<file path="config.mk">
export PLATFORM = sky130hd
export DESIGN_NAME = tick_offset_reg
export DESIGN_NICKNAME = d
export VERILOG_FILES = /design/src/rtl/tick_pkg.sv /design/src/rtl/tick_run_cnt.sv /design/src/rtl/tick_ofs_reg.sv /design/src/rtl/tick_rd_path.sv /design/src/rtl/tick_offset_reg.sv
export SDC_FILE = /design/constraint.sdc
export NUM_CORES = 1
export LEC_CHECK = 0
export ABC_CLOCK_PERIOD_IN_PS = 3990
export BUFFER_PORTS_ARGS = -buffer_cell sky130_fd_sc_hd__buf_2
export CORE_MARGIN = 2
export CORE_UTILIZATION = 46
export CTS_BUF_LIST = sky130_fd_sc_hd__clkbuf_8
export DETAILED_ROUTE_END_ITERATION = 10
export SLEW_MARGIN = 20
export SYNTH_ARGS = -nofsm -noshare
export SYNTH_HDL_FRONTEND = slang
export SYNTH_SLANG_ARGS = --single-unit
</file>
<file path="constraint.sdc">
create_clock -name clk_i -period 3.99 [get_ports clk_i]
set_input_delay 0.5985 -clock clk_i [delete_from_list [all_inputs] [get_ports clk_i]]
set_output_delay 0.5985 -clock clk_i [all_outputs]
set_load 0.005 [all_outputs]
</file>
<file path="src/rtl/tick_pkg.sv">
package tick_pkg;
  localparam int unsigned DATA_W   = 64;
  localparam int unsigned CNT_W    = DATA_W - 1;
  localparam int unsigned LOW_ZERO = 2;
  typedef logic [CNT_W-1:0]  cnt_t;
  typedef logic [DATA_W-1:0] word_t;
endpackage

</file>
<file path="src/rtl/tick_run_cnt.sv">
module tick_run_cnt #(
  parameter int unsigned W = tick_pkg::CNT_W
) (
  input  logic         clk_i,
  input  logic         rst_ni,
  input  logic         en_i,
  output logic [W-1:0] cnt_o
);
  always_ff @(posedge clk_i or negedge rst_ni) begin
    if (!rst_ni)   cnt_o <= '0;
    else if (en_i) cnt_o <= cnt_o + W'(1);   // wraps mod 2^W
  end

  AST_CNT_STEP: assert property (@(posedge clk_i) disable iff (!rst_ni)
    en_i |=> cnt_o == $past(cnt_o) + W'(1));
  AST_CNT_HOLD: assert property (@(posedge clk_i) disable iff (!rst_ni)
    !en_i |=> $stable(cnt_o));
endmodule

</file>
<file path="src/rtl/tick_ofs_reg.sv">
module tick_ofs_reg #(
  parameter int unsigned DW = tick_pkg::DATA_W,
  localparam int unsigned W = DW - 1
) (
  input  logic          clk_i,
  input  logic          rst_ni,
  input  logic          wr_i,
  input  logic [DW-1:0] data_i,
  input  logic [W-1:0]  cnt_i,
  output logic [W-1:0]  ofs_o,
  output logic          top_o
);
  always_ff @(posedge clk_i or negedge rst_ni) begin
    if (!rst_ni) begin
      ofs_o <= '0;
      top_o <= 1'b1;
    end else if (wr_i) begin
      ofs_o <= data_i[W-1:0] - cnt_i;
      top_o <= data_i[DW-1];
    end
  end

  AST_TOP_LOAD: assert property (@(posedge clk_i) disable iff (!rst_ni)
    wr_i |=> top_o == $past(data_i[DW-1]));
  AST_STATE_HOLD: assert property (@(posedge clk_i) disable iff (!rst_ni)
    !wr_i |=> $stable(ofs_o) && $stable(top_o));
endmodule

</file>
<file path="src/rtl/tick_rd_path.sv">
module tick_rd_path #(
  parameter int unsigned DW = tick_pkg::DATA_W,
  parameter int unsigned LZ = tick_pkg::LOW_ZERO,
  localparam int unsigned W = DW - 1
) (
  input  logic [W-1:0]  cnt_i,
  input  logic [W-1:0]  ofs_i,
  input  logic          top_i,
  output logic [DW-1:0] rd_o
);
  logic [W-1:0] sum;
  always_comb begin
    sum  = cnt_i + ofs_i;
    rd_o = {top_i, sum[W-1:LZ], {LZ{1'b0}}};
  end
endmodule

</file>
<file path="src/rtl/tick_offset_reg.sv">
module tick_offset_reg #(
  parameter int unsigned DATA_W   = tick_pkg::DATA_W,
  parameter int unsigned LOW_ZERO = tick_pkg::LOW_ZERO,
  localparam int unsigned CNT_W   = DATA_W - 1
) (
  input  logic              clk_i,
  input  logic              rst_ni,
  input  logic              cnt_en_i,
  input  logic              wr_tick_i,
  input  logic              wr_stick_i,
  input  logic [DATA_W-1:0] wr_data_i,
  output logic [DATA_W-1:0] rd_data_o
);
  logic             wr;
  logic [CNT_W-1:0] cnt, ofs;
  logic             top;

  // both alias names reach the same state
  assign wr = wr_tick_i | wr_stick_i;

  tick_run_cnt #(.W(CNT_W)) u_cnt (
    .clk_i(clk_i), .rst_ni(rst_ni), .en_i(cnt_en_i), .cnt_o(cnt)
  );

  tick_ofs_reg #(.DW(DATA_W)) u_ofs (
    .clk_i(clk_i), .rst_ni(rst_ni), .wr_i(wr), .data_i(wr_data_i),
    .cnt_i(cnt), .ofs_o(ofs), .top_o(top)
  );

  tick_rd_path #(.DW(DATA_W), .LZ(LOW_ZERO)) u_rd (
    .cnt_i(cnt), .ofs_i(ofs), .top_i(top), .rd_o(rd_data_o)
  );

  AST_WR_READBACK: assert property (@(posedge clk_i) disable iff (!rst_ni)
    (wr && !cnt_en_i) |=> rd_data_o[DATA_W-2:LOW_ZERO] == $past(wr_data_i[DATA_W-2:LOW_ZERO]));
  AST_LOW_ZERO: assert property (@(posedge clk_i) disable iff (!rst_ni)
    rd_data_o[LOW_ZERO-1:0] == '0);
  AST_TOP_READ: assert property (@(posedge clk_i) disable iff (!rst_ni)
    wr |=> rd_data_o[DATA_W-1] == $past(wr_data_i[DATA_W-1]));
  AST_IDLE_STABLE: assert property (@(posedge clk_i) disable iff (!rst_ni)
    (!wr && !cnt_en_i) |=> $stable(rd_data_o));
endmodule

</file>
Word level (Yosys, flattened, before mapping)
Cells that the tools add are included.
- bits of input ports: 69
- register bits after elaboration: 127
- output and inout port bits: 64
- bitwise gates (word level): 1
- $add $sub $neg: 3
- operators with widths (kind ; count):
    adder 63 x 1 -> 63 bit (second input constant) ; 1
    adder 63 bit ; 1
    subtractor 63 bit ; 1
    OR 1 bit ; 1

Longest topological paths before layout
Gate-level depths: netlist of the first run.
- depth in word-level cells: 1
- depth in mapped cells: 12

Hierarchy
Synthesis of the first run repeated with hierarchy kept, for this count alone.
- cell total of the unflattened synthesis: 1642
- area, all modules: 13262.7 sq um
- by module, submodules not included (module ; instances ; area an instance (sq um) ; cells an instance ; sequential area each (sq um)):
    tick_ofs_reg ; 1 ; 6321.1 ; 766 ; 1602.8
    tick_rd_path ; 1 ; 3976.3 ; 597 ; 0.0
    tick_run_cnt ; 1 ; 2959.1 ; 278 ; 1576.5
    tick_offset_reg ; 1 ; 6.3 ; 1 ; 0.0

Worst setup path after synthesis of the first run
No wires, ideal clock.
- path kind: input to register
- start: input wr_data_i[0]
- end: register u_ofs.ofs_o[60]
- slack: 0.639 ns
- data required time: 3.885 ns
- stages: 12
- arrival time: 3.245 ns
- buffers on the path: 0
- library setup time: 0.105 ns
- cell sequence: inv_1 > ha_1 > fa_1 > and2b_1 > o2111ai_2 > a21oi_2 > o41ai_2 > o31a_1 > o31a_1 > o21a_1 > o31a_1 > nor4b_1
- longest elaborated chain between the ends: 1
- RTL lines (element ; line ; source):
    from (decl) ; tick_offset_reg.sv:11 ; input logic [DATA_W-1:0] wr_data_i,
    subtractor 63 bit ; tick_ofs_reg.sv:18 ; ofs_o <= data_i[W-1:0] - cnt_i;
    to (signal assigned) ; tick_ofs_reg.sv:18 ;
    to (decl) ; tick_ofs_reg.sv:10 ; output logic [W-1:0] ofs_o,
Every way passes these cells.
A chain may end at the register's enable or synchronous reset.

Worst setup path in the final report of the first run
- start: register u_cnt.cnt_o[14]
- end: output rd_data_o[47]
- longest elaborated chain between the ends: 1
- RTL lines (element ; line ; source):
    from (decl) ; tick_run_cnt.sv:7 ; output logic [W-1:0] cnt_o
    from (signal assigned) ; tick_run_cnt.sv:11 ; else if (en_i) cnt_o <= cnt_o + W'(1);
    adder 63 bit ; tick_rd_path.sv:13 ; sum = cnt_i + ofs_i;
    to (decl) ; tick_offset_reg.sv:12 ; output logic [DATA_W-1:0] rd_data_o
Every way passes these cells.

==> results of run 1 <==
[metal layers]
layer | global-route usage [%] | vias to the layer above
met5 | 0 | -
met4 | 6.06 | 0
met3 | 3.49 | 37
met2 | 45.0 | 334
met1 | 39.6 | 5966
li1 | - | 6197
[area by class of cell]
type	instances	area, um^2	area share (%)
tap	341	427	2.89
clock inverter	14	134	0.908
sequential	127	3190	21.6
multi-input combinational	1362	9370	63.6
timing repair buffer	178	1030	6.98
clock buffer	18	248	1.68
inverter	93	349	2.37
[layout by cell type (no fill, tap or decap), drive strengths merged, types with 14 or more instances in the layout]
cell type / count
xnor2: 129
buf: 178
nand3: 61
clkbuf: 18
o21a: 14
o21ai: 93
xor2: 41
a31oi: 18
ha: 124
dfrtp: 126
nand2: 164
nor4: 16
inv: 97
nand2b: 14
and3: 17
nand4: 41
nor2: 139
nor3: 54
a21o: 66
o21bai: 29
a21oi: 182
[power breakdown]
group          switching, mW  internal [mW]  total, mW
combinational           1.68           1.29       2.97
clock                  0.634          0.517       1.15
sequential             0.160           1.45       1.61
total                   2.47           3.26       5.74
[worst min path at each step]
stage / from / endpoint / cells past startpoint
4_1_cts: rst_ni / u_ofs.ofs_o[13]$_DFFE_PN0P_ / 1
3_5_place_dp: u_ofs.top_o$_DFFE_PN1P_ / u_ofs.top_o$_DFFE_PN1P_ / 2
2_1_floorplan: rst_ni / u_cnt.cnt_o[0]$_DFFE_PN0P_ / 0
5_1_grt: rst_ni / u_ofs.ofs_o[19]$_DFFE_PN0P_ / 1
6_report: rst_ni / u_ofs.ofs_o[13]$_DFFE_PN0P_ / 1
3_3_place_gp: u_ofs.top_o$_DFFE_PN1P_ / u_ofs.top_o$_DFFE_PN1P_ / 2
[per-stage QoR]
| stage | total power [mW] | instance area, um^2 |
|---|---|---|
| 3_5_place_dp | 4.31 | 13800 |
| 6_report | 5.74 | 14700 |
| 5_1_grt | 6.11 | 14700 |
| 2_1_floorplan | 3.36 | 12700 |
| 4_1_cts | 5.53 | 14400 |
| 3_3_place_gp | 4.30 | 13800 |
[synth_stat cells, types with 14 or more instances]
| master | count | area, um^2 |
|---|---|---|
| a21oi_1 | 181 | 906 |
| nand2_1 | 164 | 616 |
| nor2_1 | 138 | 518 |
| xnor2_1 | 129 | 1130 |
| dfrtp_1 | 126 | 3150 |
| ha_1 | 124 | 1550 |
| inv_1 | 93 | 349 |
| o21ai_0 | 90 | 450 |
| a21o_1 | 66 | 495 |
| nand3_1 | 61 | 305 |
| clkbuf_1 | 54 | 203 |
| nor3_1 | 52 | 260 |
| nand4_1 | 41 | 257 |
| xor2_1 | 41 | 359 |
| o21bai_1 | 29 | 218 |
| a31oi_1 | 18 | 113 |
| and3_1 | 17 | 106 |
| nor4_1 | 16 | 100 |
| nand2b_1 | 14 | 87.6 |
| o21a_1 | 14 | 105 |
[worst register-to-register path: stages (launching register included)]
cell	delay, ns
dfrtp_1	0.48
ha_1	0.25
fa_1	0.41
and2b_1	0.26
o2111ai_2	0.15
a21oi_2	0.28
o41ai_2	0.13
o31a_1	0.38
o31a_1	0.44
o21a_1	0.28
o31a_1	0.24
nor4b_1	0.27
[state kept, by name, indices dropped and copies added, names as in the netlist]
signal / count
u_ofs.ofs_o: 63
u_ofs.top_o: 1
u_cnt.cnt_o: 63
[logic make-up after synthesis]
logic type	share of synthesized area (%)
AO/OA/AOI/OAI	24.8
XOR/XNOR	11.7
adder cells (fa/ha/maj)	12.4
buffers and inverters	4.83
flip-flops	25.0
other	0.0295
AND/OR/NAND/NOR	21.2
[what timing repair did]
| item | 4_1_cts | 5_1_grt |
|---|---|---|
| resized for setup | 38 | 64 |
| endpoints found under the setup margin | 25 | 25 |
| pin swaps | 5 | 17 |
| cloned | 0 | 0 |
| buffers inserted | 1 | 13 |
==> results.sh, run 1 <==
export IMPL_status="complete, no violations"
export IMPL_cts_root_buf="clkbuf_8"
export IMPL_reg2reg_slack_ns=0.30
export IMPL_async_flop_share_pct=100
export IMPL_top_layer="met4"
export IMPL_critPathLaunchType="flop"
export IMPL_seq_area_frac_synth_pct=25.0
export IMPL_clkTransAtPathRegs_ns=0.09
export IMPL_die_y_um=170
export IMPL_synth_distinct_cells=70
export IMPL_stdcell_count=2133
export IMPL_antenna_found_initial=0
export IMPL_dp_slack_ns=0.0797
export IMPL_slew_viol_final=0
export IMPL_routed_wl_mm=40.5
export IMPL_crit_required_ns=3.39
export IMPL_fin_nets=1973
export IMPL_cp_endpoint="rd_data_o[47]"
export IMPL_max_slew_margin_pct=33.1
export IMPL_fillCellCount=2672
export IMPL_setup_viol=0
export IMPL_die_w_um=170
export IMPL_htreeDepth=4
export IMPL_dr_pass1_iters=5
export IMPL_grt_total_usage_pct=27.8
export IMPL_crit_chain="ha_2 > and3_1 > nand3_1 > a211o_1 > a31oi_4 > o2111ai_2 > nand3_1 > a31oi_4 > o41ai_4 > xor2_1 > buf_2"
export IMPL_gr_total_overflow=0
export IMPL_timing_rr_end="u_ofs.ofs_o[60]$_DFFE_PN0P_"
export IMPL_synth_seq_cells=127
export IMPL_rows=60
export IMPL_max_cap_violations=0
export IMPL_coreArea_mm2=0.0270
export IMPL_drt_antenna_violating_nets=0
export IMPL_grt_pass1_vias=11778
export IMPL_initial_core_util_pct=47.0
export IMPL_ys_flop_type="dfrtp_1"
export IMPL_avgRoutedWirePerCell_um=19.0
export IMPL_wl_met2_mm=18.5
export IMPL_fmax_ghz=0.257
export IMPL_crit_start="u_cnt.cnt_o[14]$_DFFE_PN0P_"
export IMPL_power_density_mw_per_mm2=389
export IMPL_final_core_util_pct=54.6
export IMPL_cp_depth=11
export IMPL_syn_inst=1646
export IMPL_m1WireLength_mm=19.4
export IMPL_end_kind="output port"
export IMPL_p_leak_nw=6.41
export IMPL_cts_sinks=127
export IMPL_fin_crit_ns=3.89
export IMPL_crit_path_top_delay_cell="ha_2"
export IMPL_drt_initial_drc_count=1023
export IMPL_grt_pass1_wl_mm=62.8
export IMPL_yosysWarnings=0
export IMPL_hold_viol=0
export IMPL_worstPathBufferInverterCount=1
export IMPL_finalCritPeriodShare_pct=97.4
export IMPL_gp_congestion=0.933
export IMPL_peakVddDrop_mv=0.429
export IMPL_dp_cells=2087
export IMPL_cp_top_family="compound AO/OA/AOI/OAI gates"
export IMPL_antenna_cells=0
export IMPL_hold_buffers=0
export IMPL_hold_ws_ns=0.164
export IMPL_slowest_delay_ns=0.41
export IMPL_worst_r2r_path_depth=11
export IMPL_dp_hpwl_mm=32.2
export IMPL_clockBufferDepth=2
export IMPL_hold_path_class="in -> async"
export IMPL_worstPathArrival_ns=3.29
export IMPL_drive_above_1_share_pct=17.2
export IMPL_synth_enable_flop_cells=0
export IMPL_cts_tree="yes"
export IMPL_skew_ns=0.0229
export IMPL_clock_latency_ns=0.48
export IMPL_avgSynthCellArea_um2=7.71
export IMPL_cp_max_fo=8
export IMPL_grt_max_degree=85
export IMPL_ios=133
export IMPL_synthesis_area_mm2=0.0127
export IMPL_worst_r2r_startpoint="u_cnt.cnt_o[0]$_DFFE_PN0P_"
export IMPL_crit_type="reg -> out"
export IMPL_setup_ws_ns=0.103
export IMPL_fin_setup_tns_ns=0
export IMPL_syn2layout_area_growth_pct=16.2
export IMPL_vias=12534
export IMPL_worstMarginPinSlew_ns=0.994
export IMPL_portBuffers=130
export IMPL_viasPerCell=5.88
export IMPL_cts_buffers=17
export IMPL_met3WireLength_mm=2.05
export IMPL_drc=0
export IMPL_dieArea_mm2=0.0289
Note: power is estimated with default switching activity, not from simulation.
==> run 2: changes to the inputs <==
==> constraint.sdc (replaced) <==
create_clock -name clk_i -period 3.99 [get_ports clk_i]
set_input_delay 0.5985 -clock clk_i [delete_from_list [all_inputs] [get_ports clk_i]]
set_output_delay 0.5985 -clock clk_i [all_outputs]
set_load 0.1 [all_outputs]
==> run 2 against run 1 <==
Against the previous run: global-route usage rose by 0.65 points; design area is 10% higher; largest cell class unchanged; combinational power up 100%; cell count is 1.7% higher; sequential share of layout area shrank 2.0 points; total power is 53% higher; setup slack lost 0.059 ns; clock skew down 0.0023 ns; register-to-register slack worse by 0.02 ns; utilization up 5.7 points; largest power group unchanged; die area unchanged; sequential cell count did not move.
==> results.sh, run 2 (synthesized netlist as in run 1, its figures left out) <==
export IMPL_status="complete, no violations"
export IMPL_cp_common_cell="buf_4"
export IMPL_pwr_share_seq_pct=18.4
export IMPL_max_cap_violations=0
export IMPL_end_kind="output port"
export IMPL_fmax_ghz=0.253
export IMPL_drc=0
export IMPL_dp_hpwl_mm=32.6
export IMPL_ios=133
export IMPL_antenna_cells=0
export IMPL_avgRoutedWirePerCell_um=19.2
export IMPL_initial_core_util_pct=47.0
export IMPL_max_slew_margin_pct=41.9
export IMPL_hold_buffers=0
export IMPL_cp_max_fo=4
export IMPL_fin_setup_tns_ns=0
export IMPL_grt_total_usage_pct=28.4
export IMPL_die_w_um=170
export IMPL_fin_nets=2009
export IMPL_hold_path_class="in -> async"
export IMPL_antenna_found_initial=0
export IMPL_p_int_mw=3.91
export IMPL_drt_antenna_violating_nets=0
export IMPL_critPathLaunchType="flop"
export IMPL_hold_viol=0
export IMPL_htreeDepth=4
export IMPL_worstPathBufferInverterCount=3
export IMPL_cts_sinks=127
export IMPL_die_y_um=170
export IMPL_setup_viol=0
export IMPL_slowest_delay_ns=0.44
export IMPL_clockBufferDepth=2
export IMPL_clock_latency_ns=0.46
export IMPL_grt_pass1_wl_mm=64.4
export IMPL_cts_tree="yes"
export IMPL_rsz0062_at_grt="yes"
export IMPL_dieArea_mm2=0.0289
export IMPL_grt_pass1_vias=12042
export IMPL_p_comb_share_pct=68.0
export IMPL_grt_max_degree=128
export IMPL_crit_required_ns=3.39
export IMPL_dp_cells=2101
export IMPL_portBuffers=130
export IMPL_skew_ns=0.0206
export IMPL_viasPerCell=5.90
export IMPL_routed_wl_mm=41.7
export IMPL_dr_pass1_iters=6
export IMPL_peakVddDrop_mv=2.06
export IMPL_reg2reg_slack_ns=0.28
export IMPL_reg_largest_list="u_cnt.cnt_o x63, u_ofs.ofs_o x63, u_ofs.top_o x1"
export IMPL_power_switching_mw=4.90
export IMPL_worstPathArrival_ns=3.35
export IMPL_vias=12798
export IMPL_syn2layout_area_growth_pct=28.2
export IMPL_fin_crit_ns=3.95
export IMPL_pwr_share_clk_pct=13.6
export IMPL_slew_viol_final=0
export IMPL_power_density_mw_per_mm2=541
export IMPL_gp_congestion=0.956
export IMPL_clkTransAtPathRegs_ns=0.09
export IMPL_stdcell_count=2169
export IMPL_p_total_mw=8.81
export IMPL_crit_type="reg -> out"
export IMPL_cts_root_buf="clkbuf_8"
export IMPL_cp_top_family="compound AO/OA/AOI/OAI gates"
export IMPL_gr_total_overflow=0
export IMPL_fillCellCount=2437
export IMPL_crit_path_top_delay_cell="dfrtp_1"
export IMPL_worstMarginPinSlew_ns=0.872
export IMPL_drive_above_1_share_pct=22.3
export IMPL_switching_share_pct=55.6
export IMPL_finalCritPeriodShare_pct=98.9
export IMPL_drt_initial_drc_count=1018
export IMPL_layout_common_cells="nand2_1, a21oi_1, nor2_1"
export IMPL_cts_buffers=17
export IMPL_crit_chain="ha_4 > buf_4 > nand4_1 > nor4_1 > o21ai_0 > o41ai_2 > buf_4 > a21oi_1 > a31oi_2 > a41oi_2 > xnor2_2 > buf_12"
export IMPL_rows=60
export IMPL_coreArea_mm2=0.0270
export IMPL_p_leak_nw=6.97
run 2: power groups by stage:
stage	Combinational (mW)	Clock, mW	Sequential [mW]
2_1_floorplan	4.13	0	1.58
3_3_place_gp	5.53	0	1.60
3_5_place_dp	5.54	0	1.61
4_1_cts	5.74	1.21	1.60
5_1_grt	6.30	1.26	1.64
6_report	5.99	1.20	1.62
run 2: routing by layer:
layer / up-vias / wire length [um] / track usage, %
li1: 6269 / - / -
met1: 6048 / 19800 / 40.6
met2: 418 / 18900 / 45.6
met3: 63 / 2140 / 3.21
met4: 0 / 821 / 7.66
met5: - / 0 / 0
run 2: path summary, 6_finish.rpt:
check,startpoint,end,depth (start not counted)
max,u_ofs.ofs_o[17]$_DFFE_PN0P_,rd_data_o[61],12
min,rst_ni,u_ofs.ofs_o[21]$_DFFE_PN0P_,2
max reg2reg,u_cnt.cnt_o[8]$_DFFE_PN0P_,u_ofs.ofs_o[61]$_DFFE_PN0P_,11
min reg2reg,u_ofs.top_o$_DFFE_PN1P_,u_ofs.top_o$_DFFE_PN1P_,2
max in group asynchronous,rst_ni,u_ofs.ofs_o[46]$_DFFE_PN0P_,2
min in group clk_i,wr_data_i[63],u_ofs.top_o$_DFFE_PN1P_,3
run 2: what timing repair did:
| action | CTS | global route |
|---|---|---|
| pin swaps | 27 | 50 |
| buffers inserted | 19 | 17 |
| setup endpoints to repair | 33 | 30 |
| hold endpoints to repair | 0 | 0 |
| gates cloned | 0 | 0 |
| gates resized for setup | 91 | 87 |
run 2: stage by stage:
stage | setup WS (ns) | cell area, um^2 | util (%) | hold WS (ns)
after detailed placement | -0.0967 | 14700 | 54.3 | 0.461
final | 0.0443 | 16300 | 60.2 | 0.191
after global routing | -0.0861 | 16300 | 60.2 | 0.292
after floorplan | -0.231 | 12900 | - | 0.303
after global placement | -0.135 | 14700 | 54.3 | 0.440
after CTS | -0.111 | 15700 | 57.9 | 0.269
run 2: worst reg2reg max path, delay by kind of cell, from the launching register on:
kind                     cells  cell delay, ns
AO/OA/AOI/OAI                6            1.93
adder cells (fa/ha/maj)      1            0.38
buffers and inverters        1            0.10
flip-flops                   1            0.48
AND/OR/NAND/NOR              3            0.75
run 2: layout make-up:
class	instances	area, um^2	share of cell area, %
multi-input cells	1362	10100	61.8
well taps	341	427	2.62
clock buffers	17	234	1.44
clock inverters	15	171	1.05
flip-flops and latches	127	3180	19.6
repair buffers	214	1850	11.4
inverters	93	349	2.14
